<file path="config.mk">
export PLATFORM = sky130hd
export DESIGN_NAME = wrr_arbiter
export DESIGN_NICKNAME = d
export VERILOG_FILES = /design/src/rtl/wrr_pkg.sv /design/src/rtl/wrr_prio_pick.sv /design/src/rtl/wrr_grant_enc.sv /design/src/rtl/wrr_arbiter.sv
export SDC_FILE = /design/constraint.sdc
export NUM_CORES = 1
export LEC_CHECK = 0
export BUFFER_PORTS_ARGS = -buffer_cell sky130_fd_sc_hd__buf_4
export CAP_MARGIN = 20
export CORE_UTILIZATION = 50
export DETAILED_ROUTE_END_ITERATION = 12
export PLACE_DENSITY = 0.84
export SKIP_CTS_REPAIR_TIMING = 1
export SYNTH_ARGS = -nofsm -noshare
export SYNTH_HDL_FRONTEND = slang
export SYNTH_SLANG_ARGS = --single-unit
</file>
<file path="constraint.sdc">
create_clock -name clk -period 2.2 [get_ports clk]
set_input_delay 0 -clock clk [delete_from_list [all_inputs] [get_ports clk]]
set_output_delay 0 -clock clk [all_outputs]
set_load 0.05 [all_outputs]
</file>
<file path="src/rtl/wrr_pkg.sv">
package wrr_pkg;

    localparam int ENC_ONEHOT = 0;
    localparam int ENC_BINARY = 1;
    localparam int ENC_THERMO = 2;

    // index width, at least one bit
    function automatic int idx_bits(input int n);
        return (n > 1) ? $clog2(n) : 1;
    endfunction

    // grant port width for a given encoding
    function automatic int grant_bits(input int n, input int mode);
        return (mode == ENC_BINARY) ? idx_bits(n) : n;
    endfunction

endpackage

</file>
<file path="src/rtl/wrr_prio_pick.sv">
// Lowest-set-bit finder built on a log-depth prefix OR.
module wrr_prio_pick import wrr_pkg::*; #(
    parameter int N = 4
) (
    input  logic [N-1:0] vec,
    output logic [N-1:0] first,
    output logic         any
);
    localparam int STAGES = idx_bits(N);

    logic [N-1:0] lvl [STAGES+1];

    assign lvl[0] = vec;

    for (genvar s = 0; s < STAGES; s++) begin : g_stage
        assign lvl[s+1] = lvl[s] | (lvl[s] << (1 << s));
    end

    // lvl[STAGES][i] is the OR of vec[i:0]
    assign first = vec & ~(lvl[STAGES] << 1);
    assign any   = lvl[STAGES][N-1];
endmodule

</file>
<file path="src/rtl/wrr_grant_enc.sv">
// Converts the owner index into the selected output encoding.
module wrr_grant_enc import wrr_pkg::*; #(
    parameter int N    = 4,
    parameter int MODE = ENC_ONEHOT,
    parameter int IW   = 2,
    parameter int GW   = 4
) (
    input  logic          own,
    input  logic [IW-1:0] idx,
    output logic [GW-1:0] grant
);
    if (MODE == ENC_BINARY) begin : g_bin
        assign grant = own ? GW'(idx) : '0;
    end else if (MODE == ENC_THERMO) begin : g_therm
        always_comb begin
            for (int i = 0; i < GW; i++)
                grant[i] = own && (i <= int'(idx));
        end
    end else begin : g_onehot
        always_comb begin
            for (int i = 0; i < GW; i++)
                grant[i] = own && (i == int'(idx));
        end
    end
endmodule

</file>
<file path="src/rtl/wrr_arbiter.sv">
module wrr_arbiter import wrr_pkg::*; #(
    parameter int N_REQ     = 4,
    parameter int WT_BITS   = 3,
    parameter int ENC_MODE  = ENC_ONEHOT,
    parameter bit ASYNC_RST = 1'b0,
    localparam int IW = idx_bits(N_REQ),
    localparam int GW = grant_bits(N_REQ, ENC_MODE)
) (
    input  logic                     clk,
    input  logic                     rst,
    input  logic [N_REQ-1:0]         req,
    input  logic [N_REQ*WT_BITS-1:0] weight,
    input  logic                     ack,
    output logic [GW-1:0]            grant,
    output logic                     valid
);
    typedef struct packed {
        logic               own;     // a grant is held
        logic [IW-1:0]      idx;     // owner
        logic [WT_BITS-1:0] credit;  // acks left for the owner
        logic [N_REQ-1:0]   start;   // search mask: indices eligible first
    } arb_state_t;

    localparam arb_state_t RST_ST = '{own: 1'b0, idx: '0, credit: '0, start: '1};

    arb_state_t st, nx;

    logic [N_REQ-1:0]   elig;
    logic [N_REQ-1:0]   first_hi, first_all, pick;
    logic               any_hi, any_all;
    logic [IW-1:0]      pick_idx;
    logic [WT_BITS-1:0] pick_wt;
    logic [N_REQ-1:0]   after_mask;

    for (genvar i = 0; i < N_REQ; i++) begin : g_elig
        assign elig[i] = req[i] && (weight[i*WT_BITS +: WT_BITS] != '0);
    end

    wrr_prio_pick #(.N(N_REQ)) u_pick_hi (
        .vec(elig & st.start), .first(first_hi), .any(any_hi)
    );
    wrr_prio_pick #(.N(N_REQ)) u_pick_all (
        .vec(elig), .first(first_all), .any(any_all)
    );

    assign pick = any_hi ? first_hi : first_all;

    always_comb begin
        pick_idx   = '0;
        pick_wt    = '0;
        for (int i = 0; i < N_REQ; i++) begin
            if (pick[i]) begin
                pick_idx = pick_idx | IW'(i);
                pick_wt  = pick_wt | weight[i*WT_BITS +: WT_BITS];
            end
        end
        for (int i = 0; i < N_REQ; i++)
            after_mask[i] = (i > int'(pick_idx));
    end

    always_comb begin
        nx = st;
        if (!st.own || ack) begin
            if (st.own && (st.credit > WT_BITS'(1)) && elig[st.idx]) begin
                nx.credit = st.credit - WT_BITS'(1);
            end else if (any_all) begin
                nx.own    = 1'b1;
                nx.idx    = pick_idx;
                nx.credit = pick_wt;
                nx.start  = after_mask;
            end else begin
                nx.own = 1'b0;
            end
        end
    end

    if (ASYNC_RST) begin : g_arst
        always_ff @(posedge clk or posedge rst) begin
            if (rst) st <= RST_ST;
            else     st <= nx;
        end
    end else begin : g_srst
        always_ff @(posedge clk) begin
            if (rst) st <= RST_ST;
            else     st <= nx;
        end
    end

    wrr_grant_enc #(.N(N_REQ), .MODE(ENC_MODE), .IW(IW), .GW(GW)) u_enc (
        .own(st.own), .idx(st.idx), .grant(grant)
    );

    assign valid = st.own;
endmodule

</file>
# Word level (Yosys, flattened, before mapping)
# Cells that the tools add are included.
dict set report op_classes {
  n_addsub 1
  n_eq_ne 3
  n_lt_le_gt_ge 5
  n_reduce_logical 21
  bitwise 13
  muxes 13
}
# operator n
set ops {}
lappend ops {{$or 4x4->4} 4}
lappend ops {{$mux 3} 5}
lappend ops {{$and 4x4->4} 3}
lappend ops {{$reduce_bool 3->1} 4}
lappend ops {{$logic_and 1x1->1} 10}
lappend ops {{$or 3x3->3} 3}
lappend ops {{$not 4->4} 2}
lappend ops {{$mux 7} 1}
lappend ops {{$eq 2x2->1 const A} 2}
lappend ops {{$gt 2x2->1 const A} 2}
lappend ops {{$mux 2} 2}
lappend ops {{$mux 4} 1}
lappend ops {{$reduce_and 2->1} 2}
lappend ops {{$gt 3x1->1 const B} 1}
lappend ops {{$lt 2x3->1 const B} 1}
lappend ops {{$mux 1} 3}
lappend ops {{$reduce_and 3->1} 1}
lappend ops {{$sub 3x1->3 const B} 1}
lappend ops {{$bmux 1 s2} 1}
lappend ops {{$eq 1x2->1 const A} 1}
lappend ops {{$gt 1x2->1 const A} 1}
lappend ops {{$logic_not 2->1} 1}
lappend ops {{$reduce_bool 2->1} 1}
lappend ops {{$logic_not 1->1} 1}
lappend ops {{other kinds (2)} 2}
dict set report word_totals {
  word_cells 60
  reg_bits 10
  inputBits 19
}

# Logic depth before layout (Yosys ltp)
# Gate-level depths: netlist (run 1).
dict set report logic_depth {
  word_depth 17
  mapped_depth 7
  depth_no_buf 7
}

# Cells and area by module
# From an unflattened synthesis (run 1), not the netlist that was laid out.
dict set report unflattened {
  cells_unflattened 93
  hier_area_um2 830.8
}
# mod seq_area_each_um2 area_each_um2 n_inst cells_per_inst
set by_module_without_submodules {}
lappend by_module_without_submodules {wrr_arbiter 200.2 713.2 1 79}
lappend by_module_without_submodules {wrr_prio_pick 0.0 40.0 2 5}
lappend by_module_without_submodules {wrr_grant_enc 0.0 37.5 1 4}

# Worst setup path after synthesis (run 1)
# Ideal clock, no wire load.
dict set report synth_path {
  path_type {flip-flop to flip-flop}
  startpoint {register st, in the netlist valid}
  endpoint {register st[1] (netlist name)}
  stages_incl_launch_ff 5
  synth_period_minus_slack_ns 1.884
  path_buffers 0
  setup_slack_ns 0.316
  arrival_time_ns 1.762
  t_required_ns 2.078
  path_cell_list {dfxtp_1 nand2_1 o32ai_2 nor4_2 a221o_1}
}
dict set report synth_between {
  elab_chain_cells 4
  word_cells_on_any_way 6
}
# element line_no
set synth_rtl {}
lappend synth_rtl {{start: declaration} wrr_arbiter.sv:26} ;# arb_state_t st, nx;
lappend synth_rtl {{start signal: assignment} wrr_arbiter.sv:85} ;# else st <= nx;
lappend synth_rtl {{$logic_and 1x1->1 (2 in series)} wrr_arbiter.sv:64} ;# if (st.own && (st.credit > WT_BITS'(1)) && elig[st.idx]) begin
lappend synth_rtl {{$not 1->1 (no line)} -}
lappend synth_rtl {{$reduce_and 3->1 (no line) (*)} -}
# Mark *: on every way between the ends. The rest lies on a longest branch, timed or not.
# A chain may end at the register's enable or synchronous reset.

# Worst setup path after layout (run 1)
dict set report layout_path {
  startpoint {register st[4] (netlist name)}
  endpoint {register st[6] (netlist name)}
}
dict set report layout_between {
  elab_chain_cells 5
  word_cells_on_any_way 7
}
# element line_no
set layout_rtl {}
lappend layout_rtl {{$gt 3x1->1} wrr_arbiter.sv:64}
lappend layout_rtl {{$logic_and 1x1->1 (2 in series)} wrr_arbiter.sv:64}
lappend layout_rtl {{$reduce_bool 2->1 (no line)} -}
lappend layout_rtl {{$reduce_and 2->1 (no line)} -}
# Parallel ways exist; a longest one is shown, timed or not.

==> out/metrics.yaml, run 1 <==
timing.fmax_ghz: 0.5390
yosysMostFrequentCell: "dfxtp_1"
place_area_sq_mm: 0.001061
firstDrtPassIters: 8
hold_violations: 1
ant_nets: 0
start_util_pct: 54.98
avgSynthCellArea_sq_um: 8.571
antenna_found_initial: 0
hold_ws_ns: -0.008260
failed_checks: "design-rule violations, negative hold slack"
crit_family: "compound AO/OA/AOI/OAI gates"
fp.coreArea_sq_mm: 0.001559
fin_setup_tns_ns: 0
wl_per_cell_um: 16.19
min_period_ns: 1.855
seq_area_frac_synth_pct: 23.36
grt_pass1_wl_um: 4043
synth_nets: 121
hold_depth: 2
setup_violations: 0
clkLatencyLatePin_ns: 0.27
p_clk_share_pct: 23.9
p_comb_share_pct: 42.8
grt_overflow: 0
switchingPower_mw: 0.2809
path_depth: 7
die_w_um: 43.40
dp_cells: 140
crit_buf_inv: 1
clock_tree.root_cell: "clkbuf_4"
crit_path_end_kind: "flip-flop"
synth_edf_count: 0
ys_top_cells_by_area: "dfxtp_1 23%, nor3b_1 7.9%, a21boi_0 5.3%"
cts.sinks: 10
grt.total_usage_pct: 28.53
num_rows: 14
finalNetCount: 150
p_per_area_mw_per_mm2: 663.3
p_int_mw: 0.4469
io_buffer_count: 23
pre_cts_ws_ns: 0.3784
hold_class: "in2reg"
vias: 961
viasPerCell: 6.674
synth_common_cells: "10 x dfxtp_1, 9 x nor3b_1, 6 x a21boi_0, 6 x nor2_1"
grt_pass1_vias: 891
yosysWarningCount: 0
synthFlopType: "dfxtp_1"
max_stage_delay_ns: 0.44
drive_gt1_share_pct: 29.69
grt_setup_unrepaired: "false"
fin_skew_ns: 0.004453
synth_cell_type_count: 42
run_status: "finished, violations left"
drc: 2
yosysTopAreaCell: "dfxtp_1"
n_antenna_cell: 0
fin_area_sq_mm: 0.001097
leakagePower_nw: 0.4185
die_y_um: 43.40
cts_tree: "done"
maxCapViolCount: 0
die_area_sq_mm: 0.001884
clk_pin_slew_ns: 0.08
crit_type: "reg2reg"
netlist_instances: 100
clockBufferDepth: 2
cp_cell_sequence: "ha_1 -> o21ba_2 -> o21ai_1 -> o32ai_2 -> buf_4 -> or4_4 -> o211ai_2"
required_ns: 2.40
synth-async-reset-ratio_pct: 0
cts_made_buffers: 3
synth_top_area_share_pct: 23.36
io_pins: 24
wl_um: 2332
first_iter_violations: 63
p_seq_share_pct: 33.3
setup_ws_ns: 0.3446
slew_headroom_pct: 59.15
fin_util_pct: 70.39
syn2layout_area_growth_pct: 28.03
critPathSlowestCell: "or4_4"
h-tree-depth: 1
grt_start_max_net_pins: 15
start_kind: "flip-flop"
cp_max_fo: 8
routabilityCongestion: 0.9063
stdcell_count: 144
tightestPinTransition_ns: 0.6031
reg2reg_depth: 7
swShare_pct: 38.60
synth-seq-cells: 10
vdd_drop_max_v: 0.0004110
hpwl_um: 1876
synth.cell_area_sq_um: 857.1
layout_worst_path_cycle_share_pct: 84.34
final_max_slew_viol_count: 0
worstPathArrival_ns: 2.06
[registers in the layout (all words and copies together), names as in the netlist]
register  cells
valid         1
st            9
[power by group through the flow]
stage / combinational, mW / sequential [mW] / clock, mW
detailed placement: 0.306 / 0.245 / 0
finish: 0.312 / 0.242 / 0.174
global placement: 0.299 / 0.243 / 0
global route: 0.339 / 0.247 / 0.183
floorplan: 0.208 / 0.241 / 0
CTS: 0.309 / 0.241 / 0.175
[cell families (layout without fill, tap and decap cells)]
family          after synthesis  after routing  share of synthesized area, %
buf+inv                       4             32                         1.751
fa+ha+maj                     2              2                         2.919
simple gates                 43             43                         30.66
compound gates               39             39                         38.39
mux                           2              2                         2.919
flops                        10             10                         23.36
[cell usage in the layout (no fill, tap or decap), types with 2 or more instances in the layout]
master	n
a211o_1	2
a21boi_0	6
a21oi_1	4
a31oi_1	3
buf_4	25
clkbuf_4	3
dfxtp_1	10
ha_1	2
inv_1	3
nand2_1	3
nand3_1	3
nand4_1	3
nor2_1	6
nor2b_1	4
nor3_1	4
nor3b_1	9
nor4_1	3
o21ai_1	3
o311ai_1	4
o31a_1	2
o31ai_1	2
o31ai_4	2
[worst paths after layout]
| check | from | end | slack [ns] |
|---|---|---|---|
| min | rst | valid | -0.008 |
| min reg2reg | st[3] | st[3] | 0.51 |
| max | st[4] | st[6] | 0.34 |
| max reg2reg | st[4] | st[6] | 0.34 |
[metal layers]
layer / wire length (um) / share of wire, % / global-route usage (%) / vias to the layer above
met3: 218 / 9.3 / 10.00 / 0
li1: - / - / - / 464
met2: 1109 / 48 / 45.45 / 46
met5: 0 / 0 / 0 / -
met1: 1004 / 43 / 37.63 / 451
met4: 0 / 0 / 5.625 / 0
[metrics by stage]
| stage | hold slack, ns | power (mW) |
|---|---|---|
| after floorplan | 0.2029 | 0.4489 |
| after global placement | 0.2780 | 0.5419 |
| after detailed placement | 0.2843 | 0.5513 |
| after CTS | -0.006509 | 0.7247 |
| after global routing | 0.01435 | 0.7697 |
| final | -0.008260 | 0.7278 |
[layout make-up]
class,instances,area [sq um]
multi-input cells,86,641.9
fillers,130,461.7
flip-flops and latches,10,200.2
repair buffers,25,187.7
clock buffers,4,36.28
well taps,16,20.02
inverters,3,11.26
Note: power is estimated with default switching activity, not from simulation.
==> inputs of run 2 (changes only) <==
--- a/config.mk
+++ b/config.mk
@@ -5,6 +5,7 @@
 export SDC_FILE = /design/constraint.sdc
 export NUM_CORES = 1
 export LEC_CHECK = 0
+export ABC_AREA = 1
 export BUFFER_PORTS_ARGS = -buffer_cell sky130_fd_sc_hd__buf_4
 export CAP_MARGIN = 20
 export CORE_UTILIZATION = 50
==> constraint.sdc (replaced) <==
create_clock -name clk -period 1.8 [get_ports clk]
set_input_delay 0 -clock clk [delete_from_list [all_inputs] [get_ports clk]]
set_output_delay 0 -clock clk [all_outputs]
set_load 0.05 [all_outputs]
==> run 2 against run 1 <==
Against the previous run:
- the flow now finishes without violations
- synthesized area decreased by 0.88%
- combinational power is 34% higher
- design area is 0.80% lower
- via count shrank 2.6%
- synthesized cell count increased by 33%
- maximum frequency grew 23%
- final cell count is 23% higher
- global-route usage shrank 3.2 points
==> out/metrics.yaml, run 2 <==
n_antenna_cell: 0
regToRegSetupSlack_ns: 0.29
finalNetCount: 183
fillers: 146
die_w_um: 43.22
register_area_sq_um: 200.2
yosysWarningCount: 0
clock_tree.root_cell: "clkbuf_4"
drc: 0
die_y_um: 43.22
hold_violations: 0
synth_edf_count: 0
synth_fa_ha_area_share_pct: 2.946
synth-simple-area-share_pct: 43.89
grt_setup_unrepaired: "false"
tightestPinTransition_ns: 0.3701
crit_type: "reg2reg"
finalPower_mw: 0.9159
place_area_sq_mm: 0.001042
die_area_sq_mm: 0.001868
synth_compound_area_share_pct: 18.41
r2r_end: "st[6]"
synth.cell_area_sq_um: 849.6
grt_start_max_net_pins: 9
cts_made_buffers: 3
start_util_pct: 55.11
num_rows: 14
synth_nets: 154
synth_common_cells: "26 x nand2_1, 22 x inv_1, 13 x nand3_1, 10 x dfxtp_1, 9 x nor2_1"
fin_skew_ns: 0.001943
synth-seq-cells: 10
run_status: "complete, no violations"
synthFlopType: "dfxtp_1"
reg2reg_from: "st[5]"
io_pins: 24
yosysMostFrequentCell: "nand2_1"
firstDrtPassIters: 4
hold_class: "in2reg"
start_kind: "flip-flop"
antenna_found_initial: 0
io_buffer_count: 23
synth-async-reset-ratio_pct: 0
required_ns: 2.01
synth_cell_type_count: 22
leakagePower_nw: 0.5559
cts_tree: "done"
grt_pass1_vias: 873
timing.fmax_ghz: 0.6615
grt.total_usage_pct: 25.35
synth.area.mux_share_pct: 0
routabilityCongestion: 0.8449
setup_violations: 0
vdd_drop_max_v: 0.0005358
yosysTopAreaCell: "dfxtp_1"
clkLatencyLatePin_ns: 0.27
p_per_area_mw_per_mm2: 841.4
synth_top_family_by_area: "simple AND/OR/NAND/NOR gates"
synth_top_area_share_pct: 23.56
fin_area_sq_mm: 0.001089
final_common_cell: "nand2_1"
syn2layout_area_growth_pct: 28.13
wl_um: 2054
crit_path_end_kind: "flip-flop"
ant_nets: 0
min-delay-start: "ack"
final_max_slew_viol_count: 0
vias: 936
ys_top_cells_by_area: "dfxtp_1 24%, nand2_1 11%, inv_1 9.7%"
first_iter_violations: 23
viasPerCell: 5.288
largest_reg_flops: 9
h-tree-depth: 1
grt_overflow: 0
layout_worst_path_cycle_share_pct: 83.99
slew_headroom_pct: 75.24
hpwl_um: 1739
avgSynthCellArea_sq_um: 6.388
reg2reg_depth: 9
netlist_instances: 133
hold_end: "valid"
synth_xor_area_share_pct: 1.031
fp.coreArea_sq_mm: 0.001541
clockBufferDepth: 2
final_cell_mix: "26 x nand2_1, 23 x buf_4, 22 x inv_1"
maxCapViolCount: 0
worstPathArrival_ns: 1.72
hold_depth: 4
min_period_ns: 1.512
grt_pass1_wl_um: 3532
cts.sinks: 10
regMostFlops: "st"
drive_gt1_share_pct: 31.06
cp_max_fo: 6
seq_area_frac_synth_pct: 23.56
wl_per_cell_um: 11.60
clk_pin_slew_ns: 0.07
multi_input_area_sq_um: 563.0
run 2: cell types whose count changed in the layout (fill, tap and decap cells not counted), moves of 5 or more:
cell	previous run	this run
a21boi_0	6	0
nand2_1	3	26
nand2_2	0	5
inv_1	3	22
o21ai_0	1	7
nor3b_1	9	0
nand3_1	3	13
a21oi_2	0	6
run 2: per-stage QoR:
step	utilization, %	cells	worst slack [ns]	hold WS [ns]	TNS, ns
after floorplan	-	133	-0.1124	0.06244	-0.3608
after global placement	67.61	172	0.3421	0.1993	0
after detailed placement	67.61	172	0.3154	0.2075	0
after CTS	69.97	176	0.2856	-0.07778	0
after global routing	70.62	177	0.1741	0.1262	0
final	70.62	177	0.2882	0.09003	0
run 2: report_power, final:
| group | internal (mW) | total, mW | switching, mW |
|---|---|---|---|
| clock | 0.123 | 0.206 | 0.0827 |
| sequential | 0.259 | 0.291 | 0.0318 |
| combinational | 0.156 | 0.419 | 0.263 |
| total | 0.538 | 0.916 | 0.378 |
run 2: how the worst max path moves through the flow:
stage | slack (ns) | start | depth (start not counted) | end
after floorplan | -0.11 | valid | 2 | grant[1]
after global placement | 0.34 | st[5] | 9 | st[6]
after detailed placement | 0.32 | st[5] | 9 | st[6]
after CTS | 0.29 | st[5] | 9 | st[6]
after global routing | 0.17 | st[5] | 9 | st[4]
final | 0.29 | st[5] | 9 | st[6]
run 2: final cells by class:
class / count / share of cell area [%]
multi-input cells: 100 / 51.72
flip-flops and latches: 10 / 18.39
repair buffers: 24 / 16.78
inverters: 23 / 7.931
clock buffers: 4 / 3.333
well taps: 16 / 1.839
run 2: logic make-up after synthesis:
group                      Yosys count
DFF                                 10
AOI/OAI and AO/OA                   25
adders and majority gates            2
and+or+nand+nor                     72
xor gates and xnor gates             1
buffers and inverters               23
run 2: worst max-delay path, cell delays in order, from the launching register on:
cell	delay, ns
dfxtp_1	0.32
inv_1	0.07
ha_1	0.18
a21oi_1	0.11
o21ai_0	0.08
a21oi_1	0.21
nand2_4	0.11
o21ai_0	0.17
inv_1	0.07
a21oi_2	0.12
run 2: per-layer routing:
layer | wire [um] | part of all wire, % | track usage, % | up-vias
li1 | - | - | - | 491
met1 | 952 | 46 | 32.64 | 421
met2 | 995 | 48 | 42.69 | 24
met3 | 106 | 5.2 | 7.660 | 0
met4 | 0 | 0 | 3.030 | 0
met5 | 0 | 0 | 0 | -
